**src/rtl/pte_walker_pkg.sv**
```systemverilog
package pte_walker_pkg;

  typedef enum logic [1:0] {
    FLT_NONE    = 2'd0,
    FLT_RANGE   = 2'd1,
    FLT_INVALID = 2'd2,
    FLT_PROT    = 2'd3
  } fault_e;

  typedef enum logic [1:0] {
    ST_IDLE  = 2'd0,
    ST_READ  = 2'd1,
    ST_WRITE = 2'd2
  } walk_st_e;

  // flag positions inside a table entry
  localparam int unsigned VALID_BIT = 9;
  localparam int unsigned WR_BIT    = 10;
  localparam int unsigned REF_BIT   = 11;
  localparam int unsigned DIRTY_BIT = 12;

endpackage

```
**src/rtl/pte_walker_addr.sv**
```systemverilog
module pte_walker_addr #(
  parameter int unsigned VA_W  = 24,
  parameter int unsigned PA_W  = 32,
  parameter int unsigned OFF_W = 13
) (
  input  logic [VA_W-1:0]      vaddr_i,
  input  logic [PA_W-1:0]      base_i,
  input  logic [VA_W-OFF_W:0]  len_i,
  output logic                 in_range_o,
  output logic [PA_W-1:0]      pte_addr_o
);
  localparam int unsigned PN_W = VA_W - OFF_W;

  logic [PN_W-1:0] page;

  assign page       = vaddr_i[VA_W-1:OFF_W];
  assign in_range_o = ({1'b0, page} < len_i);
  assign pte_addr_o = base_i + (PA_W'(page) << 2);
endmodule

```
**src/rtl/pte_walker_eval.sv**
```systemverilog
module pte_walker_eval
  import pte_walker_pkg::*;
#(
  parameter int unsigned PA_W  = 32,
  parameter int unsigned OFF_W = 13
) (
  input  logic [PA_W-1:0]       entry_i,
  input  logic                  is_write_i,
  output fault_e                fault_o,
  output logic [PA_W-1:0]       entry_o,
  output logic                  need_wb_o,
  output logic [PA_W-OFF_W-1:0] frame_o
);
  always_comb begin
    entry_o = entry_i;
    fault_o = FLT_NONE;
    if (!entry_i[VALID_BIT]) begin
      fault_o = FLT_INVALID;
    end else if (is_write_i && !entry_i[WR_BIT]) begin
      fault_o = FLT_PROT;
    end else begin
      entry_o[REF_BIT] = 1'b1;
      if (is_write_i) entry_o[DIRTY_BIT] = 1'b1;
    end
  end

  assign need_wb_o = (fault_o == FLT_NONE) && (entry_o != entry_i);
  assign frame_o   = entry_i[PA_W-1:OFF_W];
endmodule

```
**src/rtl/pte_walker.sv**
```systemverilog
module pte_walker
  import pte_walker_pkg::*;
#(
  parameter int unsigned VA_W  = 24,
  parameter int unsigned PA_W  = 32,
  parameter int unsigned OFF_W = 13
) (
  input  logic                clk,
  input  logic                rst_n,
  input  logic                req_valid,
  input  logic                req_write,
  input  logic [VA_W-1:0]     req_vaddr,
  input  logic [PA_W-1:0]     tbl_base,
  input  logic [VA_W-OFF_W:0] tbl_len,
  input  logic                paging_en,
  output logic                busy,
  output logic                rsp_valid,
  output logic [PA_W-1:0]     rsp_paddr,
  output logic [1:0]          rsp_fault,
  output logic                mem_req,
  output logic                mem_we,
  output logic [PA_W-1:0]     mem_addr,
  output logic [PA_W-1:0]     mem_wdata,
  input  logic                mem_ack,
  input  logic [PA_W-1:0]     mem_rdata
);
  localparam int unsigned FN_W = PA_W - OFF_W;

  walk_st_e         state_q, state_d;
  logic             write_q;
  logic [OFF_W-1:0] off_q;
  logic [PA_W-1:0]  addr_q;
  logic [PA_W-1:0]  wdata_q, wdata_d;
  logic             rsp_valid_q, rsp_valid_d;
  logic [PA_W-1:0]  rsp_paddr_q, rsp_paddr_d;
  fault_e           rsp_fault_q, rsp_fault_d;

  logic             accept;
  logic             in_range;
  logic [PA_W-1:0]  pte_addr;
  fault_e           ev_fault;
  logic [PA_W-1:0]  ev_entry;
  logic             ev_need_wb;
  logic [FN_W-1:0]  ev_frame;

  pte_walker_addr #(.VA_W(VA_W), .PA_W(PA_W), .OFF_W(OFF_W)) u_addr (
    .vaddr_i    (req_vaddr),
    .base_i     (tbl_base),
    .len_i      (tbl_len),
    .in_range_o (in_range),
    .pte_addr_o (pte_addr)
  );

  pte_walker_eval #(.PA_W(PA_W), .OFF_W(OFF_W)) u_eval (
    .entry_i    (mem_rdata),
    .is_write_i (write_q),
    .fault_o    (ev_fault),
    .entry_o    (ev_entry),
    .need_wb_o  (ev_need_wb),
    .frame_o    (ev_frame)
  );

  assign accept = req_valid && (state_q == ST_IDLE);

  // next-state logic
  always_comb begin
    state_d     = state_q;
    wdata_d     = wdata_q;
    rsp_valid_d = 1'b0;
    rsp_paddr_d = rsp_paddr_q;
    rsp_fault_d = rsp_fault_q;
    unique case (state_q)
      ST_IDLE: begin
        if (req_valid) begin
          if (!paging_en) begin
            rsp_valid_d = 1'b1;
            rsp_paddr_d = PA_W'(req_vaddr);
            rsp_fault_d = FLT_NONE;
          end else if (!in_range) begin
            rsp_valid_d = 1'b1;
            rsp_paddr_d = '0;
            rsp_fault_d = FLT_RANGE;
          end else begin
            state_d = ST_READ;
          end
        end
      end
      ST_READ: begin
        if (mem_ack) begin
          if (ev_fault != FLT_NONE) begin
            rsp_valid_d = 1'b1;
            rsp_paddr_d = '0;
            rsp_fault_d = ev_fault;
            state_d     = ST_IDLE;
          end else if (ev_need_wb) begin
            wdata_d = ev_entry;
            state_d = ST_WRITE;
          end else begin
            rsp_valid_d = 1'b1;
            rsp_paddr_d = {ev_frame, off_q};
            rsp_fault_d = FLT_NONE;
            state_d     = ST_IDLE;
          end
        end
      end
      ST_WRITE: begin
        if (mem_ack) begin
          rsp_valid_d = 1'b1;
          rsp_paddr_d = {wdata_q[PA_W-1:OFF_W], off_q};
          rsp_fault_d = FLT_NONE;
          state_d     = ST_IDLE;
        end
      end
      default: state_d = ST_IDLE;
    endcase
  end

  // registers
  always_ff @(posedge clk or negedge rst_n) begin
    if (!rst_n) begin
      state_q     <= ST_IDLE;
      write_q     <= 1'b0;
      off_q       <= '0;
      addr_q      <= '0;
      wdata_q     <= '0;
      rsp_valid_q <= 1'b0;
      rsp_paddr_q <= '0;
      rsp_fault_q <= FLT_NONE;
    end else begin
      state_q     <= state_d;
      wdata_q     <= wdata_d;
      rsp_valid_q <= rsp_valid_d;
      rsp_paddr_q <= rsp_paddr_d;
      rsp_fault_q <= rsp_fault_d;
      if (accept) begin
        write_q <= req_write;
        off_q   <= req_vaddr[OFF_W-1:0];
        addr_q  <= pte_addr;
      end
    end
  end

  assign busy      = (state_q != ST_IDLE);
  assign mem_req   = (state_q != ST_IDLE);
  assign mem_we    = (state_q == ST_WRITE);
  assign mem_addr  = addr_q;
  assign mem_wdata = wdata_q;
  assign rsp_valid = rsp_valid_q;
  assign rsp_paddr = rsp_paddr_q;
  assign rsp_fault = rsp_fault_q;

  // memory request held steady until acknowledged
  p_hold_req_r8: assert property (@(posedge clk) disable iff (!rst_n)
    mem_req && !mem_ack |=> mem_req && $stable(mem_addr) && $stable(mem_we));

  // any memory traffic happens only inside a busy window
  p_busy_covers_mem_r8: assert property (@(posedge clk) disable iff (!rst_n)
    mem_req |-> busy);

  // faulting responses carry a zero physical address
  p_fault_paddr_r9: assert property (@(posedge clk) disable iff (!rst_n)
    rsp_valid && (rsp_fault != 2'd0) |-> rsp_paddr == '0);

  // write-back follows an acknowledged read of the same address
  p_wb_same_addr_r7: assert property (@(posedge clk) disable iff (!rst_n)
    $rose(mem_we) |-> $past(mem_req) && $past(mem_ack) && (mem_addr == $past(mem_addr)));

  // written entry always carries referenced, and dirty for writes
  p_wb_flags_r7: assert property (@(posedge clk) disable iff (!rst_n)
    mem_req && mem_we |-> mem_wdata[REF_BIT] && mem_wdata[VALID_BIT] &&
                          (mem_wdata[DIRTY_BIT] || !write_q));
endmodule

```
**config.mk**
```make
export PLATFORM = sky130hd
export DESIGN_NAME = pte_walker
export DESIGN_NICKNAME = d
export VERILOG_FILES = /design/src/rtl/pte_walker_pkg.sv /design/src/rtl/pte_walker_addr.sv /design/src/rtl/pte_walker_eval.sv /design/src/rtl/pte_walker.sv
export SDC_FILE = /design/constraint.sdc
export NUM_CORES = 1
export LEC_CHECK = 0
export BUFFER_PORTS_ARGS = -buffer_cell sky130_fd_sc_hd__clkbuf_2
export CORE_MARGIN = 8
export CORE_UTILIZATION = 51
export DETAILED_ROUTE_END_ITERATION = 12
export HOLD_SLACK_MARGIN = 0.08
export PLACE_DENSITY_LB_ADDON = 0.25
export SLEW_MARGIN = 10
export SYNTH_ARGS = -nofsm -noshare
export SYNTH_HDL_FRONTEND = slang
export SYNTH_SLANG_ARGS = --single-unit
```
**constraint.sdc**
```tcl
create_clock -name clk -period 3 [get_ports clk]
set_input_delay 0.6 -clock clk [delete_from_list [all_inputs] [get_ports clk]]
set_output_delay 0.6 -clock clk [all_outputs]
set_load 0.01 [all_outputs]
```
== Yosys cells after proc, flatten, opt, wreduce, memory -nomap -nowiden ==
Index checks and enable logic that the tools add are counted.
Word-level totals
  input bits: 106
  output and inout bits: 102
  register bits: 115
Operators by class
  magnitude comparators: 1
  equal/unequal tests: 10
  reductions and logical operators: 12
  add/subtract/negate cells: 1
  bitwise gates (word level): 1
  muxes and demuxes: 36
Operators by type and width (count)
  $mux 32: 7
  $pmux 32 s3: 1
  $mux 2: 17
  $add 32x13->32: 1
  $lt 11x12->1: 1
  $pmux 2 s3: 2
  $mux 1: 8
  $ne 2x2->1 const B: 4
  $ne 3x3->1 const B: 2
  $reduce_and 6->1: 1
  $reduce_and 5->1: 1
  $logic_not 2->1: 2
  $reduce_and 4->1: 1
  $reduce_bool 2->1: 2
  $logic_and 1x1->1: 3
  $pmux 1 s3: 1
  $reduce_bool 3->1: 1
  $eq 2x1->1 const B: 1
  $eq 2x2->1 const B: 1
  $ne 2x1->1 const B: 1
  $ne 2x2->1: 1
  $logic_not 1->1: 1
  $not 1->1: 1

== Longest topological paths before layout ==
  depth after elaboration: 10
  depth in mapped cells: 10
  depth with buffers taken out: 8

== Hierarchy ==
From an unflattened synthesis, not the netlist that was laid out.
Second synthesis, totals
  cell total of the unflattened synthesis: 567
  area, all modules: 6562.5 µm²
By module, submodules not included
  pte_walker: seq. area each 2877.8 µm², instances 1, area each 5038.6 µm², cells an instance 354
  pte_walker_addr: seq. area each 0.0 µm², instances 1, area each 1103.6 µm², cells an instance 155
  pte_walker_eval: seq. area each 0.0 µm², instances 1, area each 420.4 µm², cells an instance 58

== Worst setup path after synthesis ==
OpenSTA, ideal clock, no wires.
  path type: input to register
  start: input port req_vaddr[13]
  end: register addr_q[26], in the netlist mem_addr[26]
  stages: 8
  arrival: 2.554 ns
  setup slack: 0.321 ns
  setup time: 0.125 ns
  path buffers: 0
  path through: ha_1 fa_1 a211oi_1 nor3b_1 o311a_1 o21ai_0 xnor2_1 mux2_2
Between the ends
  cells in the longest elaborated chain, start to end: 1
Ends and longest elaborated chain
  start: declaration: line pte_walker.sv:12  | input logic [VA_W-1:0] req_vaddr,
  $add 32x13->32: line pte_walker_addr.sv:18  | assign pte_addr_o = base_i + (PA_W'(page) << 2);
  end signal: assignment: line pte_walker.sv:138  | addr_q <= pte_addr;
  end: declaration: line pte_walker.sv:32  | logic [PA_W-1:0] addr_q;
No other way between the ends.
A chain may end at the register's enable or synchronous reset.

== Final worst setup path ==
  start: input port req_vaddr[13]
  end: register addr_q[28], in the netlist mem_addr[28]
The elaborated chain is that of the path after synthesis.

==> run metrics <==
Die Y-Extent=approximately 130 um; post-route minimum period=2.61 ns; most frequent cells in the layout=206 x clkbuf_2, 115 x dfrtp_1, 93 x nand2_1; flop and latch count out of synthesis=115; initial antenna violation count=0; clock-pin slew on the worst setup and hold paths=0.05 ns; top-level I/O count=between 200 and 250; CP startpoint kind=input pin; fillers=965; final-report max-slew violation count=0; Post-Syn Nets=701; final setup margin=approximately 0.4 ns; hold crit path type=input pin to asynchronous set/reset pin; Gates resized, CTS repair=0; mux cell area share after synthesis=11.8%; compound-gate portion of the synthesized area=around 17%; Max clock buf depth=2; WP data arrival=2.91 ns; core area=roughly 12000 um^2; simple-gate share of the synthesized area=11.7%; Hold Vio Cnt, Final=0; Power Density=1040 nW/um^2; final instance area=7920 um^2; Synth cell types=between 50 and 60; Post-Synth Adder-Cell Area=5.46%; Peak VDD IR=0.637 mV; number of global-route vias before repair=5614; DRC=0; post-CTS setup buffers=0; main combinational cell family by area after synthesis=compound AO/OA/AOI/OAI gates; largest net degree at the start of global routing=47; aggregate global-route resource usage=22.4%; Root Driver=clkbuf_16; Site Rows=40; final core occ=66.8%; Placed Cells=909; max cap viols=0; RSZ-0062 raised after global routing=false; Synth Area in XOR/XNOR=2.87%; Ant. Diodes=0; worst-skew pair later-pin latency=0.42 ns; port buffer count=207; area of the multi-input gates=2980 um^2; Layout area overhead=30.0%; fin crit share=just under 90%; final hold slack=0.184 ns; DRT Pass-1 Iters=4; crit-path max FO=9; H-Tree Depth=4; Seq/Total Area, Yosys=47.2%; routed length per instance=18.3 um; Tot Pwr=8.22 mW; setup TNS=0 ns; GR Overflow Total=0; flip-flop and latch area=approximately 2900 um^2; status=finished clean; layout cells sized above 1=40.7%; # setup viols final=0; nature of the critical path endpoint=flip-flop; cts hold-fix bufs=0; first-pass GRT wire length=28000 um; Post-Syn Area per Cell=10.7 um^2; die width=125 um; asr flop ratio synth=100%; detailed-route via count=5166; placed wire-length estimate=between 10000 and 15000 um; DP Area=7280 um^2; slew at the pin with the worst max-slew slack=0.630 ns; die area=approximately 16000 um^2; Post-synth EDFFs=0; CP required=3.30 ns; CTS sink count=between 100 and 150; number of vias per cell=approximately 5.5; CTS tree=done; number of DRC markers in iteration 0=251; sequence of cells on the critical path=clkbuf_2, ha_1, fa_1, a211oi_1, nor3b_1, o311a_1, o21ai_0, xnor2_1, mux2_2; CP max stage cell=o311a_1; top_reg_cell synth=dfrtp_1; ANT nets after route=0; Clock Skew=0.00696 ns; cts bufs inserted=17; Crit path largest cell delay=0.48 ns; pre-CTS setup slack=-0.0142 ns; commonest non-fill, non-tap cell in the layout=clkbuf_2; FMAX=around 380 MHz; Final #Nets=913; leak pwr=4.08 nW; relative slew slack=57.9%; Post-Synthesis Cells=569; Crit Path Category=input pin to flip-flop; WL final=17200 um; Post-Syn Area=a little over 6000 um^2; Placer Congestion=0.883; final std cells w/o fill=940; Yosys warning total=0; Initial Util=51.4%
[sequential cells by signal (all words and copies together) (netlist names)]
register	flops
rsp_valid	1
mem_addr	32
mem_wdata	32
rsp_fault	2
off_q	13
write_q	1
rsp_paddr	32
state_q	2
[power by group]
part           switching [mW]  internal (mW)
registers               0.417           2.24
clock network           0.707           1.47
logic                    1.84           1.54
total                    2.97           5.25
[logic make-up (layout without fill, tap and decap cells)]
group           Yosys count  in the layout
compound gates          150            150
xor+xnor                 20             20
fa+ha+maj                26             26
buf+inv                  49            273
flops                   115            115
mux                      57             57
simple gates            152            152
[critical path, delay by kind of cell]
family | cells | cell delay [ns]
AOI/OAI and AO/OA | 3 | 1.08
and+or+nand+nor | 1 | 0.12
adders and majority gates | 2 | 0.65
xor gates and xnor gates | 1 | 0.09
buffers and inverters | 1 | 0.10
muxes | 1 | 0.26
[per-layer routing]
metal | global-route usage, % | part of all wire (%)
met3 | 8.58 | 7.9
met1 | 24.9 | 41
met2 | 37.8 | 49
met4 | 8.81 | 1.7
met5 | 0 | 0
[cell type report]
class / instances / share of cell area (%)
multi-input cells: 405 / 37.6
inverters: 18 / 0.853
clock buffers: 22 / 6.11
flip-flops and latches: 115 / 36.3
repair buffers: 224 / 14.9
clock inverters: 9 / 1.91
well taps: 147 / 2.32
[final timing paths]
path | slack [ns] | start | endpoint | cells past startpoint
worst max-delay path | 0.39 | req_vaddr[13] | mem_addr[28]$_DFFE_PN0P_ | 9
min in group clk | 0.38 | tbl_base[1] | mem_addr[1]$_DFFE_PN0P_ | 3
worst max register to register | 0.47 | state_q[1]$_DFFE_PN0P_ | rsp_paddr[23]$_DFFE_PN0P_ | 9
worst min-delay path | 0.18 | rst_n | mem_addr[13]$_DFFE_PN0P_ | 1
max in group asynchronous | 1.99 | rst_n | mem_wdata[6]$_DFFE_PN0P_ | 2
worst min register to register | 0.48 | mem_wdata[11]$_DFFE_PN0P_ | mem_wdata[11]$_DFFE_PN0P_ | 1
[cell usage after synthesis, drive strengths merged (5+ instances only)]
cell	n	area [um^2]
nand2	94	353
a31oi	6	37.5
clkbuf	23	87.6
xor2	14	123
a21oi	14	70.1
a22oi	8	60.1
mux2	57	717
a211oi	5	50.1
a21o	5	38.8
nor2	20	75.1
or3	5	31.3
buf	8	88.8
o31ai	11	82.6
xnor2	6	52.6
o211ai	7	52.6
inv	18	67.6
a22o	34	299
o21ai	46	230
ha	25	313
dfrtp	115	2880
Note: power is estimated with default switching activity, not from simulation.
